--- src/rtl/blf_pkg.sv ---
package blf_pkg;
  localparam int DEN_W = 8;

  // divisor after scaling: ratio 8 -> 8/16, ratio 64/3 -> 64/128 (numerator scaled by 3)
  function automatic logic [DEN_W-1:0] pick_den(input logic ratio_sel, input logic exact_mode);
    logic [DEN_W-1:0] d;
    case ({ratio_sel, exact_mode})
      2'b00:   d = 8'd16;
      2'b01:   d = 8'd8;
      2'b10:   d = 8'd128;
      default: d = 8'd64;
    endcase
    return d;
  endfunction

  typedef enum logic {WAVE_IDLE = 1'b0, WAVE_RUN = 1'b1} wave_state_t;
endpackage

--- src/rtl/blf_restoring_div.sv ---
module blf_restoring_div
  import blf_pkg::*;
#(
  parameter int NUM_W = 15
) (
  input  logic             clk,
  input  logic             rst_n,
  input  logic             load,
  input  logic             abort,
  input  logic [NUM_W-1:0] num,
  input  logic [DEN_W-1:0] den,
  output logic [NUM_W-1:0] quo,
  output logic             done,
  output logic             busy
);
  localparam int STEP_W = $clog2(NUM_W + 1);

  logic [DEN_W-1:0]  rem_q;
  logic [DEN_W-1:0]  den_q;
  logic [NUM_W-1:0]  quo_q;
  logic [STEP_W-1:0] steps_q;
  logic [DEN_W:0]    trial;
  logic              fits;
  logic [DEN_W:0]    diff;

  always_comb begin
    trial = {rem_q, quo_q[NUM_W-1]};
    fits  = (trial >= {1'b0, den_q});
    diff  = trial - {1'b0, den_q};
  end

  always_ff @(posedge clk or negedge rst_n) begin
    if (!rst_n) begin
      rem_q   <= '0;
      den_q   <= '0;
      quo_q   <= '0;
      steps_q <= '0;
      busy    <= 1'b0;
      done    <= 1'b0;
    end else if (abort) begin
      busy    <= 1'b0;
      done    <= 1'b0;
      steps_q <= '0;
    end else if (load) begin
      rem_q   <= '0;
      den_q   <= den;
      quo_q   <= num;
      steps_q <= STEP_W'(NUM_W);
      busy    <= 1'b1;
      done    <= 1'b0;
    end else if (busy) begin
      rem_q   <= fits ? diff[DEN_W-1:0] : trial[DEN_W-1:0];
      quo_q   <= {quo_q[NUM_W-2:0], fits};
      steps_q <= steps_q - 1'b1;
      if (steps_q == STEP_W'(1)) begin
        busy <= 1'b0;
        done <= 1'b1;
      end
    end else begin
      done <= 1'b0;
    end
  end

  assign quo = quo_q;

  AST_DIV_REM_BOUND: assert property (@(posedge clk) disable iff (!rst_n)
    busy |-> (rem_q < den_q)) else $error("remainder out of range");
  AST_DIV_DONE_PULSE: assert property (@(posedge clk) disable iff (!rst_n)
    done |=> !done) else $error("done held");
endmodule

--- src/rtl/blf_count_plan.sv ---
module blf_count_plan
  import blf_pkg::*;
#(
  parameter int TRCAL_W = 12,
  parameter int NUM_W   = TRCAL_W + 3
) (
  input  logic               clk,
  input  logic               rst_n,
  input  logic [TRCAL_W-1:0] trcal_cycles,
  input  logic               dr_sel,
  input  logic               mode_sel,
  input  logic               start,
  input  logic               stop,
  output logic [NUM_W-1:0]   hi_len,
  output logic [NUM_W-1:0]   lo_len,
  output logic               lens_valid
);
  logic [NUM_W-1:0] n_ext;
  logic [NUM_W-1:0] scaled;
  logic [DEN_W-1:0] den;
  logic [NUM_W-1:0] num;
  logic [NUM_W-1:0] quo;
  logic             div_done;
  logic             div_busy;
  logic             exact_q;
  logic [NUM_W-1:0] q_half;
  logic [NUM_W-1:0] q_rest;

  always_comb begin
    n_ext  = NUM_W'(trcal_cycles);
    scaled = dr_sel ? (n_ext + (n_ext << 1)) : n_ext;
    den    = pick_den(dr_sel, mode_sel);
    num    = scaled + NUM_W'(den >> 1);
  end

  always_ff @(posedge clk or negedge rst_n) begin
    if (!rst_n)                exact_q <= 1'b0;
    else if (start && !stop)   exact_q <= mode_sel;
  end

  blf_restoring_div #(.NUM_W(NUM_W)) div_i (
    .clk   (clk),
    .rst_n (rst_n),
    .load  (start),
    .abort (stop),
    .num   (num),
    .den   (den),
    .quo   (quo),
    .done  (div_done),
    .busy  (div_busy)
  );

  function automatic logic [NUM_W-1:0] at_least_one(input logic [NUM_W-1:0] v);
    return (v == '0) ? NUM_W'(1) : v;
  endfunction

  always_comb begin
    q_half = quo >> 1;
    q_rest = quo - q_half;
    if (exact_q) begin
      hi_len = at_least_one(q_half);
      lo_len = at_least_one(q_rest);
    end else begin
      hi_len = at_least_one(quo);
      lo_len = at_least_one(quo);
    end
  end

  assign lens_valid = div_done && !start && !stop;

  AST_EQUAL_HALVES: assert property (@(posedge clk) disable iff (!rst_n)
    (lens_valid && !exact_q) |-> (hi_len == lo_len)) else $error("halves differ");
  AST_SPLIT_ORDER: assert property (@(posedge clk) disable iff (!rst_n)
    (lens_valid && exact_q) |-> (lo_len >= hi_len) && (lo_len - hi_len <= NUM_W'(1))) else $error("bad split");
  AST_NONZERO_LEN: assert property (@(posedge clk) disable iff (!rst_n)
    lens_valid |-> (hi_len != '0) && (lo_len != '0)) else $error("zero length");
endmodule

--- src/rtl/blf_wave_gen.sv ---
module blf_wave_gen
  import blf_pkg::*;
#(
  parameter int NUM_W = 15
) (
  input  logic             clk,
  input  logic             rst_n,
  input  logic             load,
  input  logic             start,
  input  logic             stop,
  input  logic [NUM_W-1:0] hi_len,
  input  logic [NUM_W-1:0] lo_len,
  output logic             wave,
  output logic             strobe,
  output logic             running
);
  wave_state_t      state_q;
  logic [NUM_W-1:0] cnt_q;
  logic [NUM_W-1:0] hi_q;
  logic [NUM_W-1:0] lo_q;

  always_ff @(posedge clk or negedge rst_n) begin
    if (!rst_n) begin
      state_q <= WAVE_IDLE;
      cnt_q   <= '0;
      hi_q    <= NUM_W'(1);
      lo_q    <= NUM_W'(1);
      wave    <= 1'b0;
      strobe  <= 1'b0;
    end else if (stop || start) begin
      state_q <= WAVE_IDLE;
      wave    <= 1'b0;
      strobe  <= 1'b0;
      cnt_q   <= '0;
    end else if (load) begin
      state_q <= WAVE_RUN;
      hi_q    <= hi_len;
      lo_q    <= lo_len;
      cnt_q   <= hi_len - 1'b1;
      wave    <= 1'b1;
      strobe  <= 1'b1;
    end else if (state_q == WAVE_RUN) begin
      if (cnt_q == '0) begin
        wave   <= ~wave;
        strobe <= ~wave;
        cnt_q  <= wave ? (lo_q - 1'b1) : (hi_q - 1'b1);
      end else begin
        cnt_q  <= cnt_q - 1'b1;
        strobe <= 1'b0;
      end
    end else begin
      strobe <= 1'b0;
    end
  end

  assign running = (state_q == WAVE_RUN);

  AST_STROBE_IN_HIGH: assert property (@(posedge clk) disable iff (!rst_n)
    strobe |-> wave) else $error("strobe outside high");
  AST_RISE_HAS_STROBE: assert property (@(posedge clk) disable iff (!rst_n)
    $rose(wave) |-> strobe) else $error("rise without strobe");
  AST_STOP_SILENCES: assert property (@(posedge clk) disable iff (!rst_n)
    stop |=> (!wave && !running)) else $error("stop ignored");
  AST_IDLE_LOW: assert property (@(posedge clk) disable iff (!rst_n)
    !running |-> !wave) else $error("idle output high");
  AST_HOLD_MIDPHASE: assert property (@(posedge clk) disable iff (!rst_n)
    ($past(running) && running && !$past(load) && ($past(cnt_q) != '0)) |-> $stable(wave))
    else $error("early toggle");
endmodule

--- src/rtl/blf_synth.sv ---
module blf_synth
  import blf_pkg::*;
#(
  parameter int TRCAL_W = 12
) (
  input  logic               clk,
  input  logic               rst_n,
  input  logic [TRCAL_W-1:0] trcal_cycles,
  input  logic               dr_sel,
  input  logic               mode_sel,
  input  logic               start,
  input  logic               stop,
  output logic               blf_out,
  output logic               period_strobe,
  output logic               active
);
  localparam int NUM_W = TRCAL_W + 3;

  logic [NUM_W-1:0] hi_len;
  logic [NUM_W-1:0] lo_len;
  logic             lens_valid;

  blf_count_plan #(.TRCAL_W(TRCAL_W), .NUM_W(NUM_W)) plan_i (
    .clk          (clk),
    .rst_n        (rst_n),
    .trcal_cycles (trcal_cycles),
    .dr_sel       (dr_sel),
    .mode_sel     (mode_sel),
    .start        (start),
    .stop         (stop),
    .hi_len       (hi_len),
    .lo_len       (lo_len),
    .lens_valid   (lens_valid)
  );

  blf_wave_gen #(.NUM_W(NUM_W)) wave_i (
    .clk     (clk),
    .rst_n   (rst_n),
    .load    (lens_valid),
    .start   (start),
    .stop    (stop),
    .hi_len  (hi_len),
    .lo_len  (lo_len),
    .wave    (blf_out),
    .strobe  (period_strobe),
    .running (active)
  );

  AST_START_LOW: assert property (@(posedge clk) disable iff (!rst_n)
    start |=> !blf_out) else $error("output high during compute");
endmodule

--- config.mk ---
export PLATFORM = sky130hd
export DESIGN_NAME = blf_synth
export DESIGN_NICKNAME = d
export VERILOG_FILES = /design/src/rtl/blf_pkg.sv /design/src/rtl/blf_restoring_div.sv /design/src/rtl/blf_count_plan.sv /design/src/rtl/blf_wave_gen.sv /design/src/rtl/blf_synth.sv
export SDC_FILE = /design/constraint.sdc
export NUM_CORES = 1
export LEC_CHECK = 0
export ABC_AREA = 1
export BUFFER_PORTS_ARGS = -buffer_cell sky130_fd_sc_hd__buf_4
export CAP_MARGIN = 20
export CORE_ASPECT_RATIO = 1.5
export CORE_MARGIN = 4
export CORE_UTILIZATION = 35
export CTS_CLUSTER_DIAMETER = 120
export CTS_CLUSTER_SIZE = 14
export DETAILED_ROUTE_END_ITERATION = 7
export PLACE_DENSITY = 0.46
export SLEW_MARGIN = 40
export SYNTH_ARGS = -nofsm -noshare
export SYNTH_HDL_FRONTEND = slang
export SYNTH_SLANG_ARGS = --single-unit
--- constraint.sdc ---
create_clock -name clk -period 2.9 [get_ports clk]
set_input_delay 0.58 -clock clk [delete_from_list [all_inputs] [get_ports clk]]
set_output_delay 0.58 -clock clk [all_outputs]
set_load 0.02 [all_outputs]
==> results.json, run 1 <==
{
  "outcome": "complete, no violations",
  "io_pins": 21,
  "post-cts-setup-buffer-count": 0,
  "cts_buffers": 9,
  "synth.most_common_cell": "nand2_1",
  "clock-sinks": 82,
  "clock_skew_ps": 7.85,
  "clock_path_buffers": 2,
  "cts_tree": "built",
  "worst-path-max-fanout": 4,
  "n_antenna_cell": 0,
  "synth_edf_count": 0,
  "final_layout_size_suffix_gt1_share_pct": 17.7,
  "ys_warn_count": 0,
  "cap_violations": 0,
  "clk_pin_slew_ps": 60,
  "nFillCells": 2220,
  "postRouteAntennaNets": 0,
  "vdd_ir_drop_max_v": 0.000285,
  "io_buffers": 20,
  "yosysUniqueCellTypes": 46,
  "worstSetupPathType": "in2reg",
  "dieArea_um2": 22900,
  "avgSynthCellArea_um2": 6.86,
  "wirelength_mm": 20.5,
  "synth_area_leaders": "dfrtp_1 (28%), nand2_1 (15%), ha_1 (9.1%)",
  "setup_viol": 0,
  "hold_path.class": "in2async",
  "die_w_um": 125,
  "tightest_slew_ps": 552,
  "ys_top_cells_by_count": "nand2_1 (287), inv_1 (145), nand3_1 (112), dfrtp_1 (80), o21ai_0 (78)",
  "slew_headroom_pct": 63.2,
  "synth.top_cell.area_share_pct": 27.9,
  "drt_iter0_drc": 217,
  "vias": 6677,
  "ys_ff_latch": 82,
  "grt_max_degree": 41,
  "cts_root_buffer": "clkbuf_16",
  "grt_pass1_wl_mm": 34.5,
  "async_flop_share_pct": 100,
  "ctsHtreeMaxLevel": 3,
  "power.leakage_uw": 0.00440,
  "multi_input_area_um2": 4420,
  "num_rows": 63,
  "arrival_ps": 2910,
  "synth-adder-area-share_pct": 10.2,
  "syn_area_um2": 7190,
  "grt_antenna_before_repair": 0,
  "final_area_um2": 8410,
  "ys_dominant_reg_cell": "dfrtp_1",
  "maxSlewViolCount": 0,
  "syn_nets": 1121,
  "placed_cell_area_um2": 8030,
  "area_growth_pct": 17.1,
  "finalWorstSetupSlack_ps": 223,
  "drc": 0,
  "grt_pass1_vias": 7119,
  "min_period_over_period_pct": 92.3,
  "end_kind": "flip-flop",
  "viasPerCell": 4.82,
  "dr.pass1.iters": 4,
  "clock_latency_ps": 350,
  "muxShareOfSynthArea_pct": 0.696,
  "overflow": 0,
  "crit_required_ps": 3130,
  "dp_hpwl_mm": 17.2,
  "synth_top_family_by_area": "simple AND/OR/NAND/NOR gates",
  "synthSimpleGateAreaFrac_pct": 36.6,
  "gr-usage-all-layers_pct": 18.6,
  "synth_xor_area_share_pct": 1.95,
  "regArea_um2": 2050,
  "fin_crit_ps": 2680,
  "gp_congestion": 0.898,
  "core_um2": 20000,
  "power.density_nw_per_um2": 825,
  "fin_nets": 1195,
  "die_h_um": 184,
  "yosysTopAreaCell": "dfrtp_1",
  "synth-compound-area-share_pct": 11.3,
  "ys_seq_area_share_pct": 28.6,
  "start_util_pct": 35.9,
  "wl_per_cell_um": 14.8,
  "dpl_worst_slack_ps": -249,
  "fmax_mhz": 374,
  "p_total_uw": 6940,
  "syn_inst": 1047,
  "final_hold_viol_count": 0,
  "crit_path_start_kind": "primary input"
}
-- cells in the final DEF, fill, tap and decap left out, types with 2 or more instances in the layout --
cell type / n
nand2_1: 282
or2_2: 4
nor2_1: 63
nand4_2: 2
dfstp_2: 2
a21oi_2: 3
ha_1: 51
dfrtp_1: 80
nor2_4: 10
xor2_1: 14
nand3_2: 16
nand4_1: 13
nor2_2: 9
nand3b_1: 6
nand2_2: 17
and2_1: 3
nand3_4: 2
o21ai_0: 76
bufinv_16: 2
fa_1: 3
clkbuf_16: 9
buf_4: 88
a31oi_1: 13
nand4_4: 3
mux2i_1: 5
nand2_4: 3
inv_2: 18
nand3_1: 111
a21oi_1: 28
xnor2_1: 2
o21bai_1: 6
nor3_1: 3
o22ai_1: 9
inv_1: 142
o211ai_1: 2
o21ai_1: 8
-- power breakdown --
part           internal (uW)  switching (uW)
clock network            758             502
registers               1360             138
logic                   1500            2680
-- worst max-delay path: stages --
cell	delay, ps
buf_4	100
ha_4	130
inv_2	30
fa_2	340
inv_2	60
nand2_2	50
nand2_2	60
nand2_1	60
xor2_1	140
o21ai_1	90
ha_1	340
nand2_1	60
inv_1	70
nand3_2	70
nand2_2	80
nand2_2	60
a21oi_2	130
buf_4	140
nand3_1	70
nand2_1	60
nand3_1	60
nand2_1	60
nand2_1	40
-- timing repair --
item | in CTS | in global routing
resized for setup | 0 | 21
endpoints found under the hold margin | 0 | 0
setup endpoints to repair | 0 | 9
hold buffers | 0 | 0
-- routing by layer --
| layer | global-route usage, % | vias up | share of wire, % |
|---|---|---|---|
| met5 | 0 | - | 0 |
| met4 | 8.29 | 0 | 4.4 |
| met3 | 2.15 | 42 | 1.4 |
| met2 | 38.1 | 69 | 57 |
| met1 | 18.5 | 3034 | 38 |
| li1 | - | 3532 | - |
-- registers in the layout, indices dropped and copies added, names as in the netlist --
| register | flops |
|---|---|
| plan_i.exact_q | 1 |
| plan_i.div_i.busy | 1 |
| plan_i.div_i.steps_q | 4 |
| plan_i.div_i.quo | 15 |
| wave_i.strobe | 1 |
| plan_i.div_i.rem_q | 8 |
| wave_i.lo_q | 15 |
| wave_i.wave | 1 |
| plan_i.div_i.den_q | 4 |
| wave_i.running | 1 |
| plan_i.div_i.done | 1 |
| wave_i.cnt_q | 15 |
| wave_i.hi_q | 15 |
-- layout make-up --
class,count,area share (%)
inverter,162,7.26
multi-input combinational,777,52.6
clock inverter,6,1.07
timing repair buffer,89,8.09
clock buffer,10,2.72
sequential,82,24.4
tap,260,3.87
-- per-stage QoR --
step,TNS (ps),std cells,hold WS [ps],utilization (%)
6_report,0,1386,208,42.0
5_1_grt,-3.00,1386,244,42.0
4_1_cts,0,1386,222,41.7
3_5_place_dp,-1560,1370,466,40.1
3_3_place_gp,-1330,1370,462,40.1
2_1_floorplan,0,1047,284,-
-- kinds of logic (layout without fill, tap and decap cells) --
logic type      count (synthesis)  after routing
compound gates                150            150
buf+inv                       188            267
simple gates                  550            550
flops                          82             82
mux                             5              5
fa+ha+maj                      56             56
xor+xnor                       16             16
-- worst paths after layout --
check | slack, ps | cells past startpoint | end | from
hold / removal | 210 | 1 | wave_i.cnt_q[0]$_DFFE_PN0P_ | rst_n
setup reg to reg | 340 | 16 | wave_i.cnt_q[7]$_DFFE_PN0P_ | plan_i.div_i.quo[2]$_DFFE_PN0P_
max in group asynchronous | 1970 | 2 | plan_i.div_i.den_q[6]$_DFFE_PN0P_ | rst_n
min in group clk | 480 | 2 | plan_i.div_i.den_q[3]$_DFFE_PN0P_ | plan_i.div_i.den_q[3]$_DFFE_PN0P_
setup / recovery | 220 | 23 | plan_i.div_i.quo[12]$_DFFE_PN0P_ | trcal_cycles[1]
hold reg to reg | 480 | 2 | plan_i.div_i.den_q[3]$_DFFE_PN0P_ | plan_i.div_i.den_q[3]$_DFFE_PN0P_
Power figures use the tool's default switching activity.
==> run 2: changes to the inputs <==
--- a/config.mk
+++ b/config.mk
@@ -14,6 +14,7 @@
 export CTS_CLUSTER_DIAMETER = 120
 export CTS_CLUSTER_SIZE = 14
 export DETAILED_ROUTE_END_ITERATION = 7
+export GPL_TIMING_DRIVEN = 0
 export PLACE_DENSITY = 0.46
 export SLEW_MARGIN = 40
 export SYNTH_ARGS = -nofsm -noshare
==> run 2 against run 1 <==
Net effect:
- flip-flop and latch count stayed put
- critical path type is now reg2reg
- non-clock buffer count decreased by 37
- clock power hardly changed
- wire length is 2.6% higher
- count of clock-buffer cells in the layout fell by 1
==> results.json, run 2 (synthesis results as in run 1) <==
{
  "power.density_nw_per_um2": 843,
  "power.leakage_uw": 0.00420,
  "route.met3.wl_um": 286,
  "clock_skew_ps": 6.90,
  "final_hold_viol_count": 0,
  "outcome": "complete, no violations",
  "crit_chain": "inv_4, ha_1, nand2_1, nor2_2, nand4_4, nand3_1, nand2_1, nand2_1, nand2_1, inv_1, ha_2, inv_1, nor3_4, nand3_1, nand2_1, nand2_1, nand2_1, nand2_1",
  "dieArea_um2": 22900,
  "clock_path_buffers": 2,
  "end_kind": "flip-flop",
  "final_cell_count_no_fill": 1348,
  "pwr-share-clk_pct": 18.4,
  "seqPwrFrac_pct": 22.1,
  "crit_required_ps": 3140,
  "overflow": 0,
  "cts_buffers": 9,
  "io_buffers": 20,
  "clock-sinks": 82,
  "cpMostUsedCell": "nand2_1",
  "slowest_stage": "dfrtp_1",
  "fin_crit_ps": 2770,
  "placed_cells": 1327,
  "intPower_uw": 3530,
  "die_h_um": 184,
  "met1Wirelength_mm": 7.58,
  "num_rows": 63,
  "area_growth_pct": 13.5,
  "core_um2": 20000,
  "tns_ps": 0,
  "io_pins": 21,
  "drc": 0,
  "clk_pin_slew_ps": 70,
  "swShare_pct": 48.6,
  "nFillCells": 2209,
  "power_switching_uw": 3340,
  "drt_iter0_drc": 211,
  "cap_violations": 0,
  "n_antenna_cell": 0,
  "viasPerCell": 4.90,
  "postRouteAntennaNets": 0,
  "crit_path_start_kind": "flip-flop",
  "critical_path_buf_inv_count": 3,
  "maxSlewViolCount": 0,
  "wirelength_mm": 21.0,
  "worstSetupPathType": "reg2reg",
  "gr-usage-all-layers_pct": 19.0,
  "grt_pass1_wl_mm": 34.7,
  "setup_viol": 0,
  "fmax_mhz": 360,
  "arrival_ps": 3020,
  "die_w_um": 125,
  "final_common_cell": "nand2_1",
  "rsz0062_at_grt": "true",
  "fin_nets": 1158,
  "highest_layer": "met4",
  "wl_per_cell_um": 15.6,
  "grt_max_degree": 83,
  "final_layout_size_suffix_gt1_share_pct": 14.7,
  "met2_wirelength_mm": 12.1,
  "dr.pass1.iters": 4,
  "crit_family": "simple AND/OR/NAND/NOR gates",
  "min_period_over_period_pct": 95.7,
  "final_cell_mix": "nand2_1 (281), inv_1 (142), nand3_1 (109), dfrtp_1 (79), o21ai_0 (77)",
  "hold_ws_ps": 263,
  "power_frac_comb_pct": 59.5,
  "gp_congestion": 0.873,
  "hold_path.class": "in2async",
  "clock_latency_ps": 350,
  "cts_tree": "built",
  "grt_antenna_before_repair": 0,
  "worst-path-max-fanout": 5,
  "cts_root_buffer": "clkbuf_16",
  "dp_hpwl_mm": 17.5,
  "ctsHtreeMaxLevel": 3,
  "grt_pass1_vias": 6843,
  "slew_headroom_pct": 52.1,
  "cts.hold.buffers_added": 0,
  "vdd_ir_drop_max_v": 0.000324,
  "start_util_pct": 35.9,
  "vias": 6605,
  "tightest_slew_ps": 719,
  "max_stage_delay_ps": 480
}
run 2: metrics by stage:
step,setup WS [ps],power [uW],util [%],instance area [um2]
floorplan,23.2,4660,-,7190
global placement,-576,5580,38.3,7660
detailed placement,-593,5600,38.3,7670
CTS,9.80,6940,40.1,8030
global route,-63.7,7540,40.7,8160
finish,125,6870,40.7,8160
run 2: worst register-to-register path, cell delays in order, from the launching register on:
cell,delay [ps]
dfrtp_1,480
inv_4,170
ha_1,270
nand2_1,90
nor2_2,150
nand4_4,130
nand3_1,110
nand2_1,60
nand2_1,90
nand2_1,70
inv_1,110
ha_2,260
inv_1,90
nor3_4,260
nand3_1,120
nand2_1,70
nand2_1,50
nand2_1,50
nand2_1,40
run 2: area by class of cell:
cell class                      count  area (um2)  share of cell area, %
Multi-Input combinational cell    777        4470                   54.8
Sequential cell                    82        2060                   25.2
Inverter                          162         613                   7.52
Tap cell                          260         325                   3.99
Clock buffer                        9         225                   2.76
Timing Repair Buffer               27         220                   2.70
Buffer                             25         155                   1.90
Clock inverter                      6        90.1                   1.10
run 2: layer usage:
metal / global-route usage (%) / vias to the layer above
met5: 0 / -
met2: 39.2 / 60
li1: - / 3472
met1: 18.0 / 3030
met4: 9.68 / 0
met3: 2.15 / 43
run 2: path summary, 6_finish.rpt:
path / endpoint / cells after the start / slack, ps / start
min in group clk: wave_i.hi_q[2]$_DFFE_PN0P_ / 2 / 480 / wave_i.hi_q[2]$_DFFE_PN0P_
max: wave_i.cnt_q[10]$_DFFE_PN0P_ / 18 / 130 / plan_i.div_i.quo[14]$_DFFE_PN0P_
max reg2reg: wave_i.cnt_q[10]$_DFFE_PN0P_ / 18 / 130 / plan_i.div_i.quo[14]$_DFFE_PN0P_
max in group asynchronous: plan_i.div_i.quo[3]$_DFFE_PN0P_ / 1 / 2110 / rst_n
min reg2reg: wave_i.hi_q[2]$_DFFE_PN0P_ / 2 / 480 / wave_i.hi_q[2]$_DFFE_PN0P_
min: wave_i.cnt_q[0]$_DFFE_PN0P_ / 1 / 260 / rst_n
run 2: power by group through the flow:
stage               Combinational [uW]  Clock [uW]  Sequential, uW
floorplan                         3170           0            1490
global placement                  4050           0            1530
detailed placement                4070           0            1540
CTS                               4130        1300            1520
global route                      4650        1350            1550
finish                            4090        1270            1520
run 2: repair_timing:
| action | CTS | global route |
|---|---|---|
| pin swaps | 3 | 15 |
| buffers inserted | 1 | 6 |
| setup endpoints to repair | 10 | 10 |
| resized for setup | 11 | 25 |
==> run 3: changes to the inputs <==
--- a/config.mk
+++ b/config.mk
@@ -16,6 +16,7 @@
 export DETAILED_ROUTE_END_ITERATION = 7
 export GPL_TIMING_DRIVEN = 0
 export PLACE_DENSITY = 0.46
+export REMOVE_ABC_BUFFERS = 1
 export SLEW_MARGIN = 40
 export SYNTH_ARGS = -nofsm -noshare
 export SYNTH_HDL_FRONTEND = slang
==> run 3 against run 2 <==
Net effect:
- flip-flop and latch count unchanged
- combinational power fell by 3%
- cell count shrank 1.3%
- highest routed layer unchanged
- first-iteration DRC count is 7.6% higher
==> results.json, run 3 (synthesis results as in run 1) <==
{
  "outcome": "complete, no violations",
  "nFillCells": 2236,
  "cts_buffers": 9,
  "clock_skew_ps": 13.4,
  "start_util_pct": 35.9,
  "gp_congestion": 0.886,
  "grt_pass1_vias": 6786,
  "n_antenna_cell": 0,
  "area_growth_pct": 12.3,
  "ctsHtreeMaxLevel": 3,
  "cap_violations": 0,
  "gr-usage-all-layers_pct": 17.9,
  "dr.pass1.iters": 5,
  "fmax_mhz": 372,
  "maxSlewViolCount": 0,
  "swShare_pct": 48.6,
  "setup_viol": 0,
  "drt_iter0_drc": 227,
  "power.density_nw_per_um2": 839,
  "io_pins": 21,
  "placed_cells": 1301,
  "final_util_pct": 40.3,
  "io_buffers": 20,
  "clock_path_buffers": 2,
  "final_cell_mix": "nand2_1 (280), inv_1 (141), nand3_1 (110), o21ai_0 (76), dfrtp_1 (76)",
  "placed_cell_area_um2": 7510,
  "final_area_um2": 8070,
  "grt_antenna_before_repair": 0,
  "die_w_um": 125,
  "arrival_ps": 2930,
  "cts_root_buffer": "clkbuf_16",
  "wl_per_cell_um": 14.7,
  "wirelength_mm": 19.5,
  "pwr-share-clk_pct": 18.7,
  "dp_hpwl_mm": 15.5,
  "min_period_over_period_pct": 92.6,
  "intPower_uw": 3480,
  "vdd_ir_drop_max_v": 0.000306,
  "final_layout_size_suffix_gt1_share_pct": 14.7,
  "reg2reg_depth": 16,
  "tightest_slew_ps": 701,
  "grt_max_degree": 83,
  "dpl_worst_slack_ps": -874,
  "core_um2": 20000,
  "dieArea_um2": 22900,
  "die_h_um": 184,
  "power_switching_uw": 3290,
  "vias": 6481,
  "final_cell_count_no_fill": 1330,
  "finalWorstSetupSlack_ps": 215,
  "fin_nets": 1139,
  "overflow": 0,
  "worst-path-max-fanout": 5,
  "end_kind": "flip-flop",
  "postRouteAntennaNets": 0,
  "clock-sinks": 82,
  "fin_crit_ps": 2680,
  "cts_tree": "built",
  "worstSetupPathType": "in2reg",
  "crit_required_ps": 3150,
  "viasPerCell": 4.87,
  "power.leakage_uw": 0.00415,
  "num_rows": 63,
  "drc": 0,
  "clk_pin_slew_ps": 70,
  "hold_ws_ps": 248,
  "grt_pass1_wl_mm": 33.3,
  "clock_latency_ps": 360,
  "hold_path.class": "in2async",
  "final_hold_viol_count": 0,
  "final_common_cell": "nand2_1",
  "seqPwrFrac_pct": 22.7,
  "crit_path_start_kind": "primary input",
  "power_frac_comb_pct": 58.6,
  "slew_headroom_pct": 53.2
}
-- run 3: layout make-up --
type                       count  area (um2)  share of cell area, %
clock inverter                 6        90.1                   1.12
clock buffer                  10         229                   2.84
inverter                     162         613                   7.60
timing repair buffer          33         258                   3.19
sequential                    82        2060                   25.5
multi-input combinational    777        4490                   55.7
tap                          260         325                   4.03
-- run 3: metrics by stage --
stage               total power [uW]  setup TNS, ps
floorplan                       4550              0
global placement                5410         -18350
detailed placement              5440         -18810
CTS                             6790              0
global route                    7490          -12.0
finish                          6770              0
-- run 3: repair_timing --
item	CTS	global route
pin swaps	2	14
hold buffers	0	0
gates cloned	0	0
resized for setup	17	25
buffers inserted	3	10
setup endpoints to repair	26	22
-- run 3: power groups by stage --
stage | logic [uW] | registers [uW] | clock network [uW]
final | 3970 | 1530 | 1270
after floorplan | 3040 | 1510 | 0
after CTS | 3950 | 1530 | 1300
after detailed placement | 3880 | 1560 | 0
after global placement | 3850 | 1550 | 0
after global routing | 4570 | 1560 | 1350
-- run 3: routing by layer --
layer | wire length [um] | vias to the layer above | global-route usage, %
li1 | - | 3422 | -
met1 | 7610 | 2965 | 18.3
met4 | 709 | 0 | 7.73
met2 | 10900 | 63 | 36.0
met3 | 302 | 31 | 2.18
met5 | 0 | - | 0
-- run 3: worst paths after layout --
path | start | endpoint | slack (ps)
setup / recovery | trcal_cycles[0] | plan_i.div_i.quo[11]$_DFFE_PN0P_ | 220
hold / removal | rst_n | wave_i.cnt_q[1]$_DFFE_PN0P_ | 250
setup reg to reg | plan_i.div_i.quo[6]$_DFFE_PN0P_ | wave_i.cnt_q[7]$_DFFE_PN0P_ | 230
hold reg to reg | wave_i.hi_q[10]$_DFFE_PN0P_ | wave_i.hi_q[10]$_DFFE_PN0P_ | 480
max in group asynchronous | rst_n | plan_i.exact_q$_DFFE_PN0P_ | 2100
min in group clk | wave_i.hi_q[10]$_DFFE_PN0P_ | wave_i.hi_q[10]$_DFFE_PN0P_ | 480
-- run 3: worst max-delay path, stage by stage --
cell     delay, ps
buf_4          100
ha_4           120
inv_1           50
fa_2           350
inv_2           80
nand2_2         60
nand2_2         80
nand2_2         50
xor2_1         130
o21ai_1         80
ha_1           330
nand2_1         70
inv_2           50
nand4_1         80
nor2_2         170
nor2_4          70
nor2_4         160
nand2_1         70
nand2_1         60
nand3_1         60
nand2_1         70
nand2_1         50
